`src/rtl/cfgspi_pkg.sv`:
```
package cfgspi_pkg;

  typedef enum logic [1:0] {
    ACC_NONE   = 2'd0,
    ACC_REG    = 2'd1,
    ACC_STROBE = 2'd2,
    ACC_FIFO   = 2'd3
  } acc_cls_e;

  // Which target an address reaches.
  function automatic acc_cls_e classify(input logic [6:0] a, input int nregs,
                                        input int sbase, input int nstr,
                                        input int faddr);
    int ai;
    ai = int'(a);
    if (ai < nregs)                          return ACC_REG;
    else if (ai >= sbase && ai < sbase+nstr) return ACC_STROBE;
    else if (ai == faddr)                    return ACC_FIFO;
    else                                     return ACC_NONE;
  endfunction

  // Status byte returned during the header.
  function automatic logic [7:0] pack_status(input logic osc, input logic sync,
                                             input logic crc, input logic lock);
    return {1'b0, osc, 1'b0, sync, crc, lock, 2'b00};
  endfunction

endpackage

```
`src/rtl/spi_pin_sync.sv`:
```
module spi_pin_sync #(
  parameter int STAGES = 2
) (
  input  logic clk,
  input  logic rst_n,
  input  logic spi_sclk,
  input  logic spi_csn,
  input  logic spi_mosi,
  output logic sclk_rise,
  output logic sclk_fall,
  output logic cs_act,
  output logic cs_start,
  output logic mosi_s
);
  logic [STAGES-1:0] sclk_ff, csn_ff, mosi_ff;
  logic sclk_q, cs_q;

  always_ff @(posedge clk or negedge rst_n) begin
    if (!rst_n) begin
      sclk_ff <= '0;
      csn_ff  <= '1;
      mosi_ff <= '0;
      sclk_q  <= 1'b0;
      cs_q    <= 1'b0;
    end else begin
      sclk_ff[0] <= spi_sclk;
      csn_ff[0]  <= spi_csn;
      mosi_ff[0] <= spi_mosi;
      for (int i = 1; i < STAGES; i++) begin
        sclk_ff[i] <= sclk_ff[i-1];
        csn_ff[i]  <= csn_ff[i-1];
        mosi_ff[i] <= mosi_ff[i-1];
      end
      sclk_q <= sclk_ff[STAGES-1];
      cs_q   <= cs_act;
    end
  end

  assign cs_act    = ~csn_ff[STAGES-1];
  assign cs_start  = cs_act & ~cs_q;
  assign mosi_s    = mosi_ff[STAGES-1];
  assign sclk_rise = cs_act &  sclk_ff[STAGES-1] & ~sclk_q;
  assign sclk_fall = cs_act & ~sclk_ff[STAGES-1] &  sclk_q;

endmodule

```
`src/rtl/spi_frame_engine.sv`:
```
module spi_frame_engine #(
  parameter int ADDR_W = 7,
  parameter int WORD_W = 16,
  parameter int BYTE_W = 8
) (
  input  logic              clk,
  input  logic              rst_n,
  input  logic              cs_start,
  input  logic              rise,
  input  logic              mosi,
  input  logic              byte_mode,
  output logic              hdr_done,
  output logic              word_done,
  output logic              hdr_rw,
  output logic [ADDR_W-1:0] hdr_addr,
  output logic [WORD_W-1:0] word_data
);
  localparam int HDR_W = ADDR_W + 1;
  localparam int CNT_W = $clog2(WORD_W);

  logic [WORD_W-1:0] rx_sh;
  logic [CNT_W-1:0]  cnt;
  logic              in_hdr;
  logic [CNT_W-1:0]  last_bit;

  assign last_bit = byte_mode ? CNT_W'(BYTE_W-1) : CNT_W'(WORD_W-1);

  always_ff @(posedge clk or negedge rst_n) begin
    if (!rst_n) begin
      rx_sh     <= '0;
      cnt       <= '0;
      in_hdr    <= 1'b1;
      hdr_done  <= 1'b0;
      word_done <= 1'b0;
      hdr_rw    <= 1'b0;
      hdr_addr  <= '0;
      word_data <= '0;
    end else begin
      hdr_done  <= 1'b0;
      word_done <= 1'b0;
      if (cs_start) begin
        in_hdr <= 1'b1;
        cnt    <= '0;
      end else if (rise) begin
        rx_sh <= {rx_sh[WORD_W-2:0], mosi};
        if (in_hdr) begin
          if (cnt == CNT_W'(HDR_W-1)) begin
            in_hdr   <= 1'b0;
            cnt      <= '0;
            hdr_rw   <= rx_sh[ADDR_W-1];
            hdr_addr <= {rx_sh[ADDR_W-2:0], mosi};
            hdr_done <= 1'b1;
          end else begin
            cnt <= cnt + 1'b1;
          end
        end else if (cnt == last_bit) begin
          cnt       <= '0;
          word_done <= 1'b1;
          word_data <= {rx_sh[WORD_W-2:0], mosi};
        end else begin
          cnt <= cnt + 1'b1;
        end
      end
    end
  end

  assert_hdr_after_rise_R1: assert property (@(posedge clk) disable iff (!rst_n)
    hdr_done |-> $past(rise));
  assert_events_exclusive_R6: assert property (@(posedge clk) disable iff (!rst_n)
    !(hdr_done && word_done));

endmodule

```
`src/rtl/cfg_reg_bank.sv`:
```
module cfg_reg_bank #(
  parameter int NUM_REGS = 44,
  parameter int ADDR_W   = 7,
  parameter int WORD_W   = 16
) (
  input  logic                       clk,
  input  logic                       rst_n,
  input  logic                       wr_en,
  input  logic [ADDR_W-1:0]          wr_idx,
  input  logic [WORD_W-1:0]          wr_data,
  input  logic [ADDR_W-1:0]          rd_idx,
  output logic [WORD_W-1:0]          rd_data,
  output logic [NUM_REGS*WORD_W-1:0] cfg_flat
);
  logic [WORD_W-1:0] regs [NUM_REGS];

  for (genvar k = 0; k < NUM_REGS; k++) begin : g_reg
    always_ff @(posedge clk or negedge rst_n) begin
      if (!rst_n)                                   regs[k] <= '0;
      else if (wr_en && wr_idx == ADDR_W'(k))       regs[k] <= wr_data;
    end
    assign cfg_flat[k*WORD_W +: WORD_W] = regs[k];

    assert_hold_without_write_R2: assert property (@(posedge clk) disable iff (!rst_n)
      !$past(wr_en && wr_idx == ADDR_W'(k)) |-> $stable(regs[k]));
  end

  always_comb begin
    rd_data = '0;
    for (int k = 0; k < NUM_REGS; k++)
      if (rd_idx == ADDR_W'(k)) rd_data = regs[k];
  end

endmodule

```
`src/rtl/cfg_spi_slave.sv`:
```
module cfg_spi_slave
  import cfgspi_pkg::*;
#(
  parameter int NUM_REGS    = 44,
  parameter int NUM_STROBES = 9,
  parameter int STROBE_BASE = 'h60,
  parameter int FIFO_ADDR   = 'h70,
  parameter int SYNC_STAGES = 2
) (
  input  logic                   clk,
  input  logic                   rst_n,
  input  logic                   spi_sclk,
  input  logic                   spi_csn,
  input  logic                   spi_mosi,
  output logic                   spi_miso,
  output logic                   spi_miso_oe,
  input  logic                   st_osc_stable,
  input  logic                   st_sync_found,
  input  logic                   st_crc_pass,
  input  logic                   st_synth_locked,
  output logic [NUM_REGS*16-1:0] cfg_flat,
  output logic [NUM_STROBES-1:0] strobe_o,
  output logic                   fifo_push,
  output logic [7:0]             fifo_wdata,
  input  logic                   fifo_full,
  output logic                   fifo_pop,
  input  logic [7:0]             fifo_rdata,
  input  logic                   fifo_empty,
  output logic                   fifo_err
);
  localparam int ADDR_W = 7;
  localparam int WORD_W = 16;
  localparam int BYTE_W = 8;

  // Named internal events
  logic              sclk_rise, sclk_fall, cs_act, cs_start, mosi_s;
  logic              hdr_done, word_done, hdr_rw;
  logic [ADDR_W-1:0] hdr_addr;
  logic [WORD_W-1:0] word_data, reg_rd;
  acc_cls_e          cls;
  logic              fifo_rd, load_now, rd_valid, rd_pend, reg_wr;
  logic [WORD_W-1:0] tx_sh, load_val;
  logic [7:0]        status_now;
  logic              miso_q;
  logic [NUM_STROBES-1:0] strobe_hit;

  spi_pin_sync #(.STAGES(SYNC_STAGES)) u_sync (
    .clk(clk), .rst_n(rst_n), .spi_sclk(spi_sclk), .spi_csn(spi_csn),
    .spi_mosi(spi_mosi), .sclk_rise(sclk_rise), .sclk_fall(sclk_fall),
    .cs_act(cs_act), .cs_start(cs_start), .mosi_s(mosi_s));

  assign cls = classify(hdr_addr, NUM_REGS, STROBE_BASE, NUM_STROBES, FIFO_ADDR);

  spi_frame_engine #(.ADDR_W(ADDR_W), .WORD_W(WORD_W), .BYTE_W(BYTE_W)) u_frame (
    .clk(clk), .rst_n(rst_n), .cs_start(cs_start), .rise(sclk_rise),
    .mosi(mosi_s), .byte_mode(cls == ACC_FIFO), .hdr_done(hdr_done),
    .word_done(word_done), .hdr_rw(hdr_rw), .hdr_addr(hdr_addr),
    .word_data(word_data));

  assign reg_wr = word_done && !hdr_rw && cls == ACC_REG;

  cfg_reg_bank #(.NUM_REGS(NUM_REGS), .ADDR_W(ADDR_W), .WORD_W(WORD_W)) u_bank (
    .clk(clk), .rst_n(rst_n), .wr_en(reg_wr), .wr_idx(hdr_addr),
    .wr_data(word_data), .rd_idx(hdr_addr), .rd_data(reg_rd),
    .cfg_flat(cfg_flat));

  // FIFO port handshakes
  assign fifo_rd    = cls == ACC_FIFO && hdr_rw;
  assign fifo_push  = word_done && cls == ACC_FIFO && !hdr_rw && !fifo_full;
  assign fifo_wdata = word_data[BYTE_W-1:0];
  assign fifo_pop   = word_done && fifo_rd && rd_valid;

  // Shift-out path
  assign status_now = pack_status(st_osc_stable, st_sync_found, st_crc_pass, st_synth_locked);
  assign load_now   = hdr_done || rd_pend || (word_done && !fifo_rd);

  always_comb begin
    if (fifo_rd)             load_val = {(fifo_empty ? 8'h00 : fifo_rdata), 8'h00};
    else if (cls == ACC_REG) load_val = reg_rd;
    else                     load_val = '0;
  end

  always_comb
    for (int k = 0; k < NUM_STROBES; k++)
      strobe_hit[k] = (int'(hdr_addr) == STROBE_BASE + k);

  always_ff @(posedge clk or negedge rst_n) begin
    if (!rst_n) begin
      tx_sh    <= '0;
      miso_q   <= 1'b0;
      rd_valid <= 1'b0;
      rd_pend  <= 1'b0;
      fifo_err <= 1'b0;
      strobe_o <= '0;
    end else begin
      rd_pend  <= word_done && fifo_rd;
      strobe_o <= (hdr_done && cls == ACC_STROBE) ? strobe_hit : '0;
      if (word_done && cls == ACC_FIFO &&
          ((hdr_rw && !rd_valid) || (!hdr_rw && fifo_full)))
        fifo_err <= 1'b1;
      if (cs_start) begin
        miso_q <= status_now[7];
        tx_sh  <= {status_now[6:0], {(WORD_W-7){1'b0}}};
      end else if (load_now) begin
        tx_sh <= load_val;
        if (fifo_rd) rd_valid <= !fifo_empty;
      end else if (sclk_fall) begin
        miso_q <= tx_sh[WORD_W-1];
        tx_sh  <= {tx_sh[WORD_W-2:0], 1'b0};
      end
    end
  end

  assign spi_miso    = miso_q;
  assign spi_miso_oe = cs_act;

  // Checker state: cycles CSn has been high at the pin
  logic [2:0] csn_hi_cnt;
  always_ff @(posedge clk or negedge rst_n) begin
    if (!rst_n)                csn_hi_cnt <= '0;
    else if (!spi_csn)         csn_hi_cnt <= '0;
    else if (csn_hi_cnt != 3'd7) csn_hi_cnt <= csn_hi_cnt + 1'b1;
  end

  assert_miso_hiz_R10: assert property (@(posedge clk) disable iff (!rst_n)
    (int'(csn_hi_cnt) > SYNC_STAGES) |-> !spi_miso_oe);
  assert_strobe_onehot_R5: assert property (@(posedge clk) disable iff (!rst_n)
    $onehot0(strobe_o));
  assert_strobe_from_header_R5: assert property (@(posedge clk) disable iff (!rst_n)
    (|strobe_o) |-> $past(hdr_done));
  assert_push_after_rise_R7: assert property (@(posedge clk) disable iff (!rst_n)
    fifo_push |-> $past(sclk_rise));
  assert_pop_after_rise_R8: assert property (@(posedge clk) disable iff (!rst_n)
    fifo_pop |-> $past(sclk_rise));
  assert_err_sticky_R9: assert property (@(posedge clk) disable iff (!rst_n)
    fifo_err |=> fifo_err);

endmodule

```
`config.mk`:
```
export PLATFORM = sky130hd
export DESIGN_NAME = cfg_spi_slave
export DESIGN_NICKNAME = d
export VERILOG_FILES = /design/src/rtl/cfgspi_pkg.sv /design/src/rtl/spi_pin_sync.sv /design/src/rtl/spi_frame_engine.sv /design/src/rtl/cfg_reg_bank.sv /design/src/rtl/cfg_spi_slave.sv
export SDC_FILE = /design/constraint.sdc
export NUM_CORES = 1
export LEC_CHECK = 0
export BUFFER_PORTS_ARGS = -buffer_cell sky130_fd_sc_hd__clkbuf_2
export CAP_MARGIN = 10
export CORE_AREA = 2 2 289 291
export DETAILED_ROUTE_END_ITERATION = 8
export DIE_AREA = 0 0 291 293
export PLACE_DENSITY = 0.78
export SETUP_SLACK_MARGIN = 0.2
export SYNTH_ARGS = -nofsm -noshare
export SYNTH_HDL_FRONTEND = slang
export SYNTH_SLANG_ARGS = --single-unit
```
`constraint.sdc`:
```
create_clock -name clk -period 2.5 [get_ports clk]
set_clock_uncertainty 0.15 [all_clocks]
set_input_delay 0.25 -clock clk [delete_from_list [all_inputs] [get_ports clk]]
set_output_delay 0.25 -clock clk [all_outputs]
set_load 0.03 [all_outputs]
```
# Word-level counts from Yosys, hierarchy flattened
# Index checks and enable logic that the tools add are counted.
# op_classes
add_sub_neg,1
magnitude_cmp,3
n_eq_ne,59
muxes,75
bitwise,11
n_reduce_logical,75
# ops
cell,n
2-to-1 mux 16 bit,49
"== test 7 x 6 -> 1 bit, second input constant",21
"== test 7 x 5 -> 1 bit, second input constant",17
logical AND 1 bit,58
"== test 7 x 4 -> 1 bit, second input constant",8
"== test 7 x 3 -> 1 bit, second input constant",4
2-to-1 mux 4 bit,6
2-to-1 mux 1 bit,15
"== test 7 x 2 -> 1 bit, second input constant",2
2-to-1 mux 9 bit,1
2-to-1 mux 8 bit,1
AND reduction 4 bit,2
"== test 7 x 1 -> 1 bit, second input constant",1
">= comparator 7 bit, second input constant",1
zero test 7 bit,1
"< comparator 7 x 6 -> 1 bit, second input constant",1
"< comparator 7 bit, second input constant",1
2-to-1 mux 2 bit,3
NOT 1 bit,6
AND 1 bit,5
zero test 1 bit,5
"adder 4 x 1 -> 4 bit, second input constant",1
"== test 2 bit, second input constant",2
"== test 4 x 3 -> 1 bit, second input constant",1
other kinds (8),12
# word_totals
ff_bits,787
inputBits,19
out_inout_bits,726
wordCells,287

# Logic depth before layout (Yosys ltp)
# depth
ltp_word,49
depth_mapped,13
ltp_nobuf,7

# By module
# From an unflattened synthesis, not the netlist that was laid out.
# unflattened
cells_unflattened,2918
hier_area_um2,36617.6
# by_module_without_submodules
mod,instances,cells_per_inst,area_each_um2,seq_area_each_um2
cfg_reg_bank,1,2642,33009.2,17616.9
spi_frame_engine,1,121,1893.1,1152.4
cfg_spi_slave,1,143,1480.2,725.7
spi_pin_sync,1,12,235.2,202.7

# Least setup slack after synthesis
# No wires, ideal clock.
# synth_path
kind,reg-to-reg
startpoint,register u_frame.hdr_addr[1]
endpoint,register tx_sh[12]
setup_ps,87
arrival_time_ps,2316
required_ps,2263
slack_ps,-52
path_stages_with_launch,10
path_buffers,2
synth_period_minus_slack_ps,2552
path_cell_list,dfrtp_1 buf_4 and4b_1 buf_6 nand2_4 nor2_2 or4_4 or4b_1 a2111o_1 o211ai_1
# synth_via
elab_chain_len,49
word_cells_on_any_way,107
cone_classes,3 x order compare; 46 x eq/ne; 51 x mux; 7 x reduce/logical
# synth_lines
element,line,rtl
from (decl),spi_frame_engine.sv:15,"output logic [ADDR_W-1:0] hdr_addr,"
from (signal assigned),spi_frame_engine.sv:51,"hdr_addr <= {rx_sh[ADDR_W-2:0], mosi};"
zero test 7 bit,cfg_reg_bank.sv:31,if (rd_idx == ADDR_W'(k)) rd_data = regs[k];
2-to-1 mux 16 bit (44 in a row),cfg_reg_bank.sv:31,
2-to-1 mux 16 bit,cfg_spi_slave.sv:79,else if (cls == ACC_REG) load_val = reg_rd;
2-to-1 mux 16 bit,cfg_spi_slave.sv:78,"if (fifo_rd) load_val = {(fifo_empty ? 8'h00 : fifo_rdata), 8'h00};"
2-to-1 mux 16 bit,cfg_spi_slave.sv:104,end else if (load_now) begin
2-to-1 mux 16 bit,cfg_spi_slave.sv:101,if (cs_start) begin
to (signal assigned),cfg_spi_slave.sv:103,"tx_sh <= {status_now[6:0], {(WORD_W-7){1'b0}}};"
to (signal assigned),cfg_spi_slave.sv:105,tx_sh <= load_val;
to (signal assigned),cfg_spi_slave.sv:109,"tx_sh <= {tx_sh[WORD_W-2:0], 1'b0};"
to (decl),cfg_spi_slave.sv:42,"logic [WORD_W-1:0] tx_sh, load_val;"
# Parallel ways exist; a longest one is shown, timed or not.
# A chain may end at the register's enable or synchronous reset.

# Worst setup path after layout
# layout_path
startpoint,register u_frame.hdr_addr[2]
endpoint,register tx_sh[2]
# Same word-level chain as after synthesis.

==> flow_summary.yaml <==
timing:
  worst_pin_slew_ns: 1.07
  relSlewSlack: 0.284
  hold_ws_ns: 0.0357
  rsz0062_at_grt: "true"
  drv_slew: 0
  period_minus_slack_ns: 3.09
  fin_setup_tns_ns: -316.35
  worst_slack_ns: -0.588
  max_freq_mhz: 324
  fin_crit_sh: 1.24
  finalHoldViolations: 0
  finalSetupViolations: 749
place:
  gp_congestion: 1.08
  pre_cts_slack_ns: -0.697
  io_buffers: 744
  dpl_cell_area_sq_um: 46500
  hpwl_um: 147000
setup_path:
  cp_max_fo: 9
  reg2reg_from: "u_frame.hdr_addr[2]$_DFFE_PN0P_"
  crit_required_ns: 2.91
  crit_path_start_kind: "flip-flop"
  critical_path_arrival_ns: 3.49
  crit_type: "reg2reg"
  critPathCapture: "tx_sh[2]$_DFFE_PN0P_"
  rr_worst_depth: 14
  setup.worst_path.end_class: "flip-flop"
  r2r-end: "tx_sh[2]$_DFFE_PN0P_"
  r2r_setup_slack_ns: -0.59
  critPathLaunch: "u_frame.hdr_addr[2]$_DFFE_PN0P_"
floorplan:
  start_util: 0.443
  die_w_um: 291
  die-area_sq_um: 85300
  core-area_sq_um: 81800
  rows: 105
  die_h_um: 293
  io_pins: 745
synthesis:
  synthTopCellsByArea: "dfrtp_1 (54%), mux2_2 (20%), mux2_1 (3.2%)"
  yosysTopAreaCellShare: 0.541
  synth_edf_count: 0
  synth_cell_types: 102
  synth_ff_type: "dfrtp_1"
  syn_nets: 2866
  synth_cells: 2846
  syn_avg_cell_area_sq_um: 12.7
  synth-seq-area-share: 0.543
  yosys_register_bits: 787
  yosysWarnings: 0
  yosysTopAreaCell: "dfrtp_1"
  synth_common_cells: "dfrtp_1 (784), mux2_2 (628), nand2_1 (181)"
  async_flop_share: 1.00
  synth.most_common_cell: "dfrtp_1"
  syn_area_sq_um: 36300
routing:
  ant_nets: 0
  routed_wirelength_um: 202000
  detailedRoute.firstPassIterationCount: 8
  drt_iter0_markers: 4890
  wire_per_inst_um: 38.0
  remaining_drc_errors: 0
  routed_via_density: 6.64
  num_vias: 35267
clocking:
  cts_root_buf: "clkbuf_16"
  cts_sinks: 787
  clk_pin_slew_ns: 0.07
  cts_tree: "built"
  worstSkewPairLatency_ns: 0.66
  cts_buffer_depth: 3
  numCtsBuffers: 84
  h-tree-depth: 3
pwr:
  vdd_drop_max_mv: 0.550
  powerDensity_nw_per_um2: 512
  power.leakage_nw: 27.2
  p_total_mw: 26.9
global_route:
  grt_pass1_wl_um: 275000
  grt_pass1_vias: 34090
  grt_antenna_before_repair: 7
  grt_overflow: 0
  grt_max_degree: 95
  grt_usage: 0.458
outcome:
  violations: "negative setup slack"
  outcome: "complete, but fails checks"
cells_and_area:
  finalNetCount: 4189
  area_growth_syn_to_layout_pct: 44.8
  drive_gt1_frac: 0.616
  fin_area_sq_um: 52500
min_path:
  hp-class: "in2reg"
job:
  cap_violations: 0
per-stage QoR:
step / util / std cells
after floorplan: - / 2846
final: 0.641 / 5311
after CTS: 0.631 / 5284
after global placement: 0.568 / 5023
after detailed placement: 0.568 / 5023
after global routing: 0.641 / 5306
worst min-delay path by stage:
stage	startpoint	slack (ns)	endpoint	depth (start not counted)
global route	fifo_rdata[2]	0.06	tx_sh[10]$_DFFE_PN0P_	4
floorplan	rst_n	-0.20	fifo_err$_DFFE_PN0P_	0
global placement	rst_n	0.02	u_bank.cfg_flat[1]$_DFFE_PN0P_	1
finish	fifo_rdata[2]	0.04	tx_sh[10]$_DFFE_PN0P_	4
CTS	fifo_rdata[5]	0.01	tx_sh[13]$_DFFE_PN0P_	5
detailed placement	rst_n	0.02	u_bank.cfg_flat[4]$_DFFE_PN0P_	1
kinds of logic (layout without fill, tap and decap cells):
| logic type | count (synthesis) | in the layout | synth area share |
|---|---|---|---|
| AOI/OAI and AO/OA | 527 | 527 | 0.104 |
| muxes | 774 | 774 | 0.246 |
| xor gates and xnor gates | 2 | 2 | 0.000483 |
| DFF | 787 | 787 | 0.543 |
| adders and majority gates | 1 | 1 | 0.000345 |
| and+or+nand+nor | 488 | 498 | 0.0700 |
| other | 0 | 7 | 0 |
| buffers and inverters | 267 | 1645 | 0.0367 |
state kept, by name, indices dropped and copies added, names as in the netlist, 2 cells and up:
register           count
u_bank.cfg_flat      704
tx_sh                 16
u_frame.word_data     16
u_frame.rx_sh         15
strobe_o               9
u_frame.hdr_addr       7
u_frame.cnt            4
u_sync.csn_ff          2
u_sync.mosi_ff         2
u_sync.sclk_ff         2
cell type report:
type,instances,area (sq um)
Fill cell,6036,29300
Sequential cell,787,19700
Multi-Input combinational cell,1802,17300
Timing Repair Buffer,1485,11200
Clock buffer,112,2370
Tap cell,1070,1340
Clock inverter,39,533
Inverter,9,42.5
Antenna cell,7,17.5
where the power goes:
part	total [mW]	leakage (nW)	internal (mW)	switching [mW]
Clock	13.4	1.42	7.82	5.62
Sequential	12.9	10.9	12.8	0.0725
Combinational	0.564	14.9	0.174	0.390
Total	26.9	27.2	20.8	6.08
critical path, cell delays in order (launching register included):
cell and delay, ns:
dfrtp_2 0.43, buf_4 0.14, buf_6 0.13, buf_12 0.14, buf_8 0.13, nor4b_4 0.30, buf_6 0.20, a222oi_1 0.12
nor2_1 0.29, a211oi_2 0.10, a31oi_2 0.25, buf_4 0.18, nor4_2 0.05, buf_4 0.15, o31ai_1 0.22
routing by layer:
layer / part of all wire / GRT usage / wire length, um / vias up
li1: - / - / - / 13274
met4: 0.082 / 0.286 / 16600 / 0
met5: 0 / 0 / 0 / -
met1: 0.36 / 0.576 / 72100 / 17813
met2: 0.42 / 0.665 / 84900 / 3224
met3: 0.14 / 0.175 / 28000 / 956
layout by cell type (no fill, tap or decap), types with 30 or more instances in the layout:
cell       instances
nor2_1            87
clkbuf_16         92
buf_4            536
clkbuf_2         741
nand3_1           30
a21oi_1           67
buf_12           100
a22oi_1           82
nand2_1          148
buf_6             62
mux2_4           133
a221oi_1          31
o21ai_0           57
dfrtp_1          772
mux2_2           597
what timing repair did:
action	CTS	global route
resized for setup	276	116
buffers inserted	80	14
hold buffers	14	0
pin swaps	77	56
cloned	16	6
endpoints found under the setup margin	754	753
endpoints found under the hold margin	460	0
Power figures use the tool's default switching activity.
